<file path="config.mk">
export PLATFORM = sky130hd
export DESIGN_NAME = result_stream_packer
export DESIGN_NICKNAME = d
export VERILOG_FILES = /design/src/rtl/rsp_pkg.sv /design/src/rtl/rsp_sel_reg.sv /design/src/rtl/rsp_slot.sv /design/src/rtl/rsp_writer.sv /design/src/rtl/result_stream_packer.sv
export SDC_FILE = /design/constraint.sdc
export NUM_CORES = 1
export LEC_CHECK = 0
export ABC_AREA = 1
export BUFFER_PORTS_ARGS = -buffer_cell sky130_fd_sc_hd__buf_2
export CORE_ASPECT_RATIO = 1.5
export CORE_UTILIZATION = 30
export CTS_CLUSTER_SIZE = 16
export DETAILED_ROUTE_END_ITERATION = 16
export GPL_TIMING_DRIVEN = 0
export PLACE_DENSITY = 0.44
export SYNTH_ARGS = -nofsm -noshare
export SYNTH_HDL_FRONTEND = slang
export SYNTH_SLANG_ARGS = --single-unit
</file>
<file path="constraint.sdc">
create_clock -name clk -period 1.6 [get_ports clk]
set_input_delay 0.16 -clock clk [delete_from_list [all_inputs] [get_ports clk]]
set_output_delay 0.16 -clock clk [all_outputs]
set_load 0.005 [all_outputs]
</file>
<file path="src/rtl/rsp_pkg.sv">
// Package: shared types and constants for the result stream packer.
// Assumes: byte-wide output; all result widths are whole multiples of 8.
package rsp_pkg;
    typedef enum logic [2:0] {
        PH_IDLE,
        PH_HEAD,
        PH_FLAG,
        PH_RNG,
        PH_DOP,
        PH_DET,
        PH_TAIL
    } phase_t;

    localparam logic [7:0] HEAD_BYTE = 8'hAA;
    localparam logic [7:0] TAIL_BYTE = 8'h55;
    localparam logic [2:0] SEL_RESET = 3'b001;
endpackage

</file>
<file path="src/rtl/rsp_sel_reg.sv">
// Module: stream-select register.
// Holds the 3-bit enable mask (bit0 range, bit1 Doppler, bit2 detection).
// Assumes: synchronous active-low reset; writes land at the next edge.
module rsp_sel_reg
    import rsp_pkg::*;
(
    input  logic       clk,
    input  logic       rst_n,
    input  logic       cfg_we,
    input  logic [2:0] cfg_data,
    output logic [2:0] sel
);
    // Register the mask, range-only after reset.
    always_ff @(posedge clk) begin
        if (!rst_n) begin
            sel <= SEL_RESET;
        end else if (cfg_we) begin
            sel <= cfg_data;
        end
    end

    // reset value is range-only
    p_reset_value_r1: assert property (@(posedge clk) !rst_n |=> sel == SEL_RESET);
    // a write is visible after one edge
    p_write_lands_r1: assert property (@(posedge clk) disable iff (!rst_n)
        cfg_we |=> sel == $past(cfg_data));
endmodule

</file>
<file path="src/rtl/rsp_slot.sv">
// Module: one result holding slot with a sticky pending flag.
// A strobe taken while enabled stores the word and sets the flag. A take
// from the writer clears the flag unless a new strobe lands in that cycle.
// Assumes: take is only raised while pend is set.
module rsp_slot #(
    parameter int W = 32
) (
    input  logic         clk,
    input  logic         rst_n,
    input  logic         en,
    input  logic         strobe,
    input  logic [W-1:0] data,
    input  logic         take,
    output logic         pend,
    output logic [W-1:0] held
);
    // Capture newest value; a strobe wins over a take in the same cycle.
    always_ff @(posedge clk) begin
        if (!rst_n) begin
            pend <= 1'b0;
            held <= '0;
        end else if (strobe && en) begin
            pend <= 1'b1;
            held <= data;
        end else if (take) begin
            pend <= 1'b0;
        end
    end

    // an accepted strobe leaves the slot pending with that word
    p_capture_r5: assert property (@(posedge clk) disable iff (!rst_n)
        (strobe && en) |=> (pend && held == $past(data)));
    // the flag is sticky until taken
    p_sticky_r5: assert property (@(posedge clk) disable iff (!rst_n)
        (pend && !take) |=> pend);
    // a disabled strobe changes nothing
    p_ignored_r8: assert property (@(posedge clk) disable iff (!rst_n)
        (strobe && !en && !take) |=> ($stable(pend) && $stable(held)));
endmodule

</file>
<file path="src/rtl/rsp_writer.sv">
// Module: record writer FSM.
// Leaves idle only when a range result is pending. It snapshots the slots,
// then sends header, flags, range, optional Doppler and detection fields
// and trailer over a valid/ready byte port.
// Assumes: all widths are multiples of 8; slot values stay in the slots.
module rsp_writer
    import rsp_pkg::*;
#(
    parameter int RANGE_W = 32,
    parameter int DOP_W   = 32,
    parameter int DET_W   = 16
) (
    input  logic               clk,
    input  logic               rst_n,
    input  logic               en_dop,
    input  logic               en_det,
    input  logic               rng_pend,
    input  logic [RANGE_W-1:0] rng_held,
    input  logic               dop_pend,
    input  logic [DOP_W-1:0]   dop_held,
    input  logic               det_pend,
    input  logic [DET_W-1:0]   det_held,
    output logic               take_rng,
    output logic               take_dop,
    output logic               take_det,
    input  logic               tx_ready,
    output logic [7:0]         tx_data,
    output logic               tx_valid
);
    localparam int RB   = RANGE_W / 8;
    localparam int DB   = DOP_W / 8;
    localparam int TB   = DET_W / 8;
    localparam int MAXB = (RB > DB) ? ((RB > TB) ? RB : TB) : ((DB > TB) ? DB : TB);
    localparam int CW   = $clog2(MAXB + 1);

    phase_t             phase;
    logic [CW-1:0]      left;
    logic [RANGE_W-1:0] rng_sr;
    logic [DOP_W-1:0]   dop_sr;
    logic [DET_W-1:0]   det_sr;
    logic               inc_dop;
    logic               inc_det;
    logic               acc;

    // Hand-over to the slots at the start of a record.
    always_comb begin
        take_rng = (phase == PH_IDLE) && rng_pend;
        take_dop = take_rng && dop_pend && en_dop;
        take_det = take_rng && det_pend && en_det;
    end

    assign tx_valid = (phase != PH_IDLE);
    assign acc      = tx_valid && tx_ready;

    // Choose the byte presented in the current phase.
    always_comb begin
        unique case (phase)
            PH_HEAD: tx_data = HEAD_BYTE;
            PH_FLAG: tx_data = {5'b0, inc_det, inc_dop, 1'b1};
            PH_RNG:  tx_data = rng_sr[RANGE_W-1 -: 8];
            PH_DOP:  tx_data = dop_sr[DOP_W-1 -: 8];
            PH_DET:  tx_data = det_sr[DET_W-1 -: 8];
            PH_TAIL: tx_data = TAIL_BYTE;
            default: tx_data = 8'h00;
        endcase
    end

    // Sequence phases and shift out field bytes on each accepted byte.
    always_ff @(posedge clk) begin
        if (!rst_n) begin
            phase   <= PH_IDLE;
            left    <= '0;
            rng_sr  <= '0;
            dop_sr  <= '0;
            det_sr  <= '0;
            inc_dop <= 1'b0;
            inc_det <= 1'b0;
        end else begin
            unique case (phase)
                PH_IDLE: begin
                    if (rng_pend) begin
                        phase   <= PH_HEAD;
                        rng_sr  <= rng_held;
                        dop_sr  <= dop_held;
                        det_sr  <= det_held;
                        inc_dop <= dop_pend && en_dop;
                        inc_det <= det_pend && en_det;
                    end
                end
                PH_HEAD: if (acc) phase <= PH_FLAG;
                PH_FLAG: begin
                    if (acc) begin
                        phase <= PH_RNG;
                        left  <= CW'(RB - 1);
                    end
                end
                PH_RNG: begin
                    if (acc) begin
                        rng_sr <= rng_sr << 8;
                        if (left == '0) begin
                            if (inc_dop) begin
                                phase <= PH_DOP;
                                left  <= CW'(DB - 1);
                            end else if (inc_det) begin
                                phase <= PH_DET;
                                left  <= CW'(TB - 1);
                            end else begin
                                phase <= PH_TAIL;
                            end
                        end else begin
                            left <= left - 1'b1;
                        end
                    end
                end
                PH_DOP: begin
                    if (acc) begin
                        dop_sr <= dop_sr << 8;
                        if (left == '0) begin
                            if (inc_det) begin
                                phase <= PH_DET;
                                left  <= CW'(TB - 1);
                            end else begin
                                phase <= PH_TAIL;
                            end
                        end else begin
                            left <= left - 1'b1;
                        end
                    end
                end
                PH_DET: begin
                    if (acc) begin
                        det_sr <= det_sr << 8;
                        if (left == '0) phase <= PH_TAIL;
                        else            left  <= left - 1'b1;
                    end
                end
                PH_TAIL: if (acc) phase <= PH_IDLE;
                default: phase <= PH_IDLE;
            endcase
        end
    end

    // a stalled byte holds
    p_hold_stall_r9: assert property (@(posedge clk) disable iff (!rst_n)
        (tx_valid && !tx_ready) |=> (tx_valid && $stable(tx_data)));
    // without a pending range result the idle writer stays silent
    p_range_only_start_r3: assert property (@(posedge clk) disable iff (!rst_n)
        (phase == PH_IDLE && !rng_pend) |=> !tx_valid);
    // every record opens with the header
    p_header_first_r4: assert property (@(posedge clk) disable iff (!rst_n)
        $rose(tx_valid) |-> tx_data == HEAD_BYTE);
    // the byte after the header is a well-formed flags byte
    p_flags_form_r4: assert property (@(posedge clk) disable iff (!rst_n)
        (tx_valid && tx_ready && tx_data == HEAD_BYTE && phase == PH_HEAD)
        |=> (tx_data[0] && tx_data[7:3] == 5'b0));
    // a finished trailer returns the port to idle for one cycle
    p_gap_after_tail_r11: assert property (@(posedge clk) disable iff (!rst_n)
        (phase == PH_TAIL && tx_ready) |=> !tx_valid);
endmodule

</file>
<file path="src/rtl/result_stream_packer.sv">
// Module: top of the radar result stream packer.
// Joins the stream-select register, three holding slots and the writer.
// Assumes: one clock domain; result widths are multiples of 8 bits.
module result_stream_packer #(
    parameter int RANGE_W = 32,
    parameter int DOP_W   = 32,
    parameter int DET_W   = 16
) (
    input  logic               clk,
    input  logic               rst_n,
    input  logic               cfg_we,
    input  logic [2:0]         cfg_data,
    output logic [2:0]         stream_sel,
    input  logic               rng_vld,
    input  logic [RANGE_W-1:0] rng_data,
    input  logic               dop_vld,
    input  logic [DOP_W-1:0]   dop_data,
    input  logic               det_vld,
    input  logic [DET_W-1:0]   det_data,
    output logic [7:0]         tx_data,
    output logic               tx_valid,
    input  logic               tx_ready
);
    logic               rng_pend, dop_pend, det_pend;
    logic [RANGE_W-1:0] rng_held;
    logic [DOP_W-1:0]   dop_held;
    logic [DET_W-1:0]   det_held;
    logic               take_rng, take_dop, take_det;

    rsp_sel_reg u_sel (
        .clk(clk), .rst_n(rst_n), .cfg_we(cfg_we), .cfg_data(cfg_data), .sel(stream_sel)
    );

    rsp_slot #(.W(RANGE_W)) u_rng_slot (
        .clk(clk), .rst_n(rst_n), .en(stream_sel[0]), .strobe(rng_vld), .data(rng_data),
        .take(take_rng), .pend(rng_pend), .held(rng_held)
    );

    rsp_slot #(.W(DOP_W)) u_dop_slot (
        .clk(clk), .rst_n(rst_n), .en(stream_sel[1]), .strobe(dop_vld), .data(dop_data),
        .take(take_dop), .pend(dop_pend), .held(dop_held)
    );

    rsp_slot #(.W(DET_W)) u_det_slot (
        .clk(clk), .rst_n(rst_n), .en(stream_sel[2]), .strobe(det_vld), .data(det_data),
        .take(take_det), .pend(det_pend), .held(det_held)
    );

    rsp_writer #(.RANGE_W(RANGE_W), .DOP_W(DOP_W), .DET_W(DET_W)) u_writer (
        .clk(clk), .rst_n(rst_n), .en_dop(stream_sel[1]), .en_det(stream_sel[2]),
        .rng_pend(rng_pend), .rng_held(rng_held),
        .dop_pend(dop_pend), .dop_held(dop_held),
        .det_pend(det_pend), .det_held(det_held),
        .take_rng(take_rng), .take_dop(take_dop), .take_det(take_det),
        .tx_ready(tx_ready), .tx_data(tx_data), .tx_valid(tx_valid)
    );

    // reset leaves the output port idle
    p_reset_idle_r2: assert property (@(posedge clk) !rst_n |=> !tx_valid);
endmodule

</file>
# Word level (Yosys, flattened, before mapping)
# Cells that the tools add are included.
dict set report op_classes {
  mux 38
  addsub 1
  eq_ne 17
  reduce_logical 27
}
# operator count
set ops {}
lappend ops {{$mux W32} 4}
lappend ops {{$pmux W32 S2} 2}
lappend ops {{$mux W3} 19}
lappend ops {{$pmux W8 S6} 1}
lappend ops {{$mux W16} 2}
lappend ops {{$pmux W16 S2} 1}
lappend ops {{$pmux W3 S7} 1}
lappend ops {{$ne A2 B1 Y1 const B} 9}
lappend ops {{$pmux W3 S4} 1}
lappend ops {{$reduce_bool A2 Y1} 6}
lappend ops {{$logic_and A1 B1 Y1} 11}
lappend ops {{$reduce_and A10 Y1} 1}
lappend ops {{$eq A3 B3 Y1 const B} 3}
lappend ops {{$reduce_and A3 Y1} 3}
lappend ops {{$eq A3 B2 Y1 const B} 2}
lappend ops {{$logic_not A3 Y1} 2}
lappend ops {{$mux W1} 6}
lappend ops {{$reduce_and A6 Y1} 1}
lappend ops {{$ne A2 B2 Y1 const B} 2}
lappend ops {{$reduce_bool A4 Y1} 1}
lappend ops {{$eq A3 B1 Y1 const B} 1}
lappend ops {{$reduce_bool A3 Y1} 1}
lappend ops {{$sub A3 B1 Y3 const B} 1}
lappend ops {{$mux W2} 1}
lappend ops {{$reduce_and A2 Y1} 1}
dict set report totals {
  inputBits 90
  elab_cells 97
  output_inout_bits 12
  regBits 174
}

# Logic depth before layout (Yosys ltp)
dict set report depth {
  word_depth 6
  mapped_depth 10
  depth_no_buf 9
}

# By module
# A second synthesis with hierarchy kept.
dict set report hier_totals {
  cells_unflattened 1142
  area_unflattened_um2 7687.4
}
# module instances cells_each area_per_inst_um2
set by_module_without_submodules {}
lappend by_module_without_submodules {rsp_writer 1 603 4140.2}
lappend by_module_without_submodules {{rsp_slot (u_dop_slot ...)} 2 208 1361.3}
lappend by_module_without_submodules {{rsp_slot (u_det_slot)} 1 106 710.7}
lappend by_module_without_submodules {rsp_sel_reg 1 17 113.9}

# Worst setup path before layout
# No wires, ideal clock.
dict set report synth_timing {
  path_type {register to register}
  startpoint {register u_writer.phase[2]}
  endpoint {register u_writer.rng_sr[13]}
  required_time_ns 1.484
  path_slack_ns 0.189
  arrival_ns 1.295
  stages_incl_launch_ff 10
  setup_time_ns 0.116
  path_cell_list {dfxtp_1 -> buf_2 -> inv_2 -> nand3_2 -> inv_2 -> nand2_1 -> nand2_2 -> buf_2 -> nand3_1 -> o211a_1}
}
dict set report synth_between {
  elab_chain_len 4
  elab_cells_between_ends 9
  cone_classes {3 x eq/ne; 1 x mux; 5 x reduce/logical}
}
# item line_no
set synth_lines {}
lappend synth_lines {{start: declaration} rsp_writer.sv:36} ;# phase_t phase;
lappend synth_lines {{start signal: assignment} rsp_writer.sv:71} ;# phase <= PH_IDLE;
lappend synth_lines {{start signal: assignment} rsp_writer.sv:82} ;# phase <= PH_HEAD;
lappend synth_lines {{start signal: assignment} rsp_writer.sv:90} ;# PH_HEAD: if (acc) phase <= PH_FLAG;
lappend synth_lines {{$reduce_bool A3 Y1} rsp_writer.sv:52} ;# assign tx_valid = (phase != PH_IDLE);
lappend synth_lines {{$logic_and A1 B1 Y1} rsp_writer.sv:53} ;# assign acc = tx_valid && tx_ready;
lappend synth_lines {{$ne A2 B1 Y1 (no line)} n/a}
lappend synth_lines {{$reduce_and A3 Y1 (no line)} n/a}
lappend synth_lines {{end signal: assignment} rsp_writer.sv:83} ;# rng_sr <= rng_held;
lappend synth_lines {{end signal: assignment} rsp_writer.sv:99} ;# rng_sr <= rng_sr << 8;
lappend synth_lines {{end: declaration} rsp_writer.sv:38} ;# logic [RANGE_W-1:0] rng_sr;
# Parallel ways exist; a longest one is shown, timed or not.
# A chain may end at the register's enable or synchronous reset.

# Worst setup path after layout
dict set report layout_timing {
  startpoint {register u_writer.phase[1]}
  endpoint {output tx_data[6]}
}
dict set report layout_between {
  elab_chain_len 2
  elab_cells_between_ends 7
  cone_classes {6 x eq/ne; 1 x mux}
}
# item line_no
set layout_lines {}
lappend layout_lines {{$eq A3 B3 Y1, or another cell as far along} rsp_writer.sv:57} ;# unique case (phase)
lappend layout_lines {{$pmux W8 S6 *} rsp_writer.sv:57}
lappend layout_lines {{end: declaration} result_stream_packer.sv:20} ;# output logic [7:0] tx_data,
# Every way passes the cells marked *; elsewhere a longest branch is shown, timed or not.

==> flow_metrics.tcl <==
set metrics [dict create \
    vias_per_cell 4.509 \
    synth_nets 1085 \
    row_count 68 \
    synth-edff-count 0 \
    criticalPathCategory "reg2out" \
    finalWirelength_um 22890 \
    clk_pin_slew_ns 0.06 \
    antenna_found_initial 0 \
    cts_buffers 17 \
    critical_path.startpoint_type "flip-flop" \
    post-dp-hpwl_um 16500 \
    end_kind "primary output" \
    synth.distinct_cells 24 \
    skew_ns 0.01556 \
    setup_ws_ns -0.1700 \
    crit_path_frequent_cell "inv_4" \
    synthFlopType "dfxtp_1" \
    status "complete, but fails checks" \
    first_iter_violations 282 \
    seq_area_frac_synth_pct 48.95 \
    rsz0062_at_grt "true" \
    arrival_ns 1.61 \
    drc_errors 0 \
    max-clock-path-buffers 2 \
    syn-mean-instance-area_sq_um 7.166 \
    finalSetupViolCount 8 \
    worstMarginPinSlew_ns 0.7220 \
    fin_util_pct 43.22 \
    antenna_left 0 \
    synth_compound_area_share_pct 15.02 \
    track_usage_pct 19.64 \
    drv_slew 0 \
    p_leak_nw 4.531 \
    synth_xor_area_share_pct 0.1231 \
    syn_inst 993 \
    antennaDiodeCount 0 \
    synth-simple-area-share_pct 30.16 \
    synthArstFlopShare_pct 0 \
    clk_latency_ns 0.44 \
    wl_per_cell_um 14.86 \
    mostFrequentLayoutCells "nand2_1, nor2_1, dfxtp_1" \
    synth_top_family_by_area "simple AND/OR/NAND/NOR gates" \
    start_util_pct 30.75 \
    fill_cells 2518 \
    io_buffers 100 \
    hold_class "in2reg" \
    final_common_cell "nand2_1" \
    layout-drive-gt1-share_pct 21.21 \
    yosys_warnings 0 \
    fin_crit_ns 1.770 \
    critPathRequiredTime_ns 1.44 \
    grt_pass1_wl_um 36040 \
    dieArea_sq_um 24350 \
    grt_pass1_vias 6968 \
    p_comb_share_pct 28.8 \
    pre_cts_ws_ns -0.4688 \
    max_slew_margin_pct 51.86 \
    p_sw_w 0.004467 \
    syn_area_sq_um 7116 \
    grt_max_degree 18 \
    htreeDepth 4 \
    period_share_pct 110.6 \
    max_cap_viol_count 0 \
    worstPathMaxFanout 5 \
    swShare_pct 33.24 \
    crit_slowest_cell "dfxtp_4" \
    ir_worst_vdd_uv 780.5 \
    finalHoldViolations 0 \
    critical-path-max-stage-delay_ns 0.41 \
    clockPowerShare_pct 30.5 \
    via_count 6948 \
    die_y_um 190.6 \
    ioPinCount 102 \
    muxShareOfSynthArea_pct 0 \
    cts_sinks 174 \
    failed_checks "negative setup slack" \
    fmax_mhz 565.0 \
    first_pass_iters 4 \
    whs_ns 0.008474 \
    cts_tree "built" \
    instances_no_fill 1541 \
    clockRootBuffer "clkbuf_16" \
    power.share.sequential_pct 40.7 \
    area_delta_synth_final_pct 40.57 \
    dp_cells 1408 \
    p_int_w 0.008971 \
    core_sq_um 23140 \
    synth-seq-cells 174 \
    layout.nets 1306 \
    grt.overflow.total 0 \
    die_w_um 127.7 \
    crit_chain "inv_4, nand3_4, inv_4, buf_8, nand2_2, nand4_1, buf_2" \
    synthAdderAreaFrac_pct 0.3517 \
    powerDensity_nw_per_um2 1344 \
    globalplace.congestion 0.8124 \
]
worst paths after layout:
check,startpoint,end,slack (ns),depth (start not counted)
setup reg to reg,u_writer.phase[0],u_writer.dop_sr[24],0,10
hold / removal,det_data[5],u_det_slot.held[5],0.008,3
hold reg to reg,u_writer.rng_sr[23],u_writer.rng_sr[23],0.46,2
setup / recovery,u_writer.phase[1],tx_data[6],-0.17,7
synthesized netlist by cell type (7+ instances only):
cell type	instances	share of area [%]
o211a_1	30	4.2
nor2_1	233	12
nand3_1	48	3.4
nand2_1	252	13
o21ai_1	7	0.49
buf_2	22	1.5
a21oi_1	32	2.3
clkbuf_1	36	1.9
inv_1	17	0.90
o21ai_0	111	7.8
dfxtp_1	174	49
inv_2	8	0.42
power groups by stage:
stage | Combinational, W | Sequential (W) | Clock, W
detailed placement | 0.00296 | 0.00545 | 0
finish | 0.00387 | 0.00546 | 0.00410
CTS | 0.00346 | 0.00541 | 0.00423
floorplan | 0.00204 | 0.00533 | 0
global route | 0.00433 | 0.00553 | 0.00437
global placement | 0.00295 | 0.00545 | 0
worst max-delay path: cells and delay by family (launching register included):
| family | cells | cell delay, ns |
|---|---|---|
| AND/OR/NAND/NOR | 3 | 0.34 |
| flip-flops | 1 | 0.41 |
| buffers and inverters | 4 | 0.42 |
final cells by class:
type	instances	area, sq um	area share [%]
plain buffers	61	402.9	4.028
clock buffers	17	425.4	4.253
clock inverters	14	145.1	1.451
inverters	25	121.4	1.213
multi-input cells	730	3496	34.95
flip-flops and latches	174	3495	34.94
well taps	315	394.1	3.940
repair buffers	205	1523	15.22
metal layers:
| metal | wire length, um | global-route usage (%) |
|---|---|---|
| met2 | 12330 | 37.90 |
| met5 | 0 | 0 |
| met1 | 9406 | 20.73 |
| met4 | 649 | 8.462 |
| met3 | 505 | 2.946 |
kinds of logic after synthesis:
family,after synthesis
DFF,174
adders and majority gates,2
and+or+nand+nor,545
buffers and inverters,89
xor gates and xnor gates,1
AOI/OAI and AO/OA,182
per-stage QoR:
| step | TNS, ns | instance area, sq um | power, W |
|---|---|---|---|
| detailed placement | -27.31 | 8010 | 0.008407 |
| CTS | -1.442 | 9684 | 0.01309 |
| floorplan | 0 | 7116 | 0.007366 |
| finish | -0.8892 | 10000 | 0.01344 |
| global route | -3.287 | 10000 | 0.01423 |
| global placement | -25.81 | 8010 | 0.008396 |
timing repair:
action,in CTS,in global routing
buffers inserted,15,9
hold endpoints to repair,77,0
setup endpoints to repair,118,103
hold buffers,78,0
gates resized for setup,69,79
pin swaps,13,11
gates cloned,2,1
state kept, by name, indices dropped and copies added (netlist names):
register,flops
u_rng_slot.held,32
u_writer.rng_sr,32
u_writer.inc_det,1
u_dop_slot.pend,1
u_writer.phase,3
u_writer.det_sr,16
u_sel.sel,3
u_det_slot.held,16
u_writer.dop_sr,32
u_writer.inc_dop,1
u_det_slot.pend,1
u_rng_slot.pend,1
u_writer.left,3
u_dop_slot.held,32
Note: power is estimated with default switching activity, not from simulation.
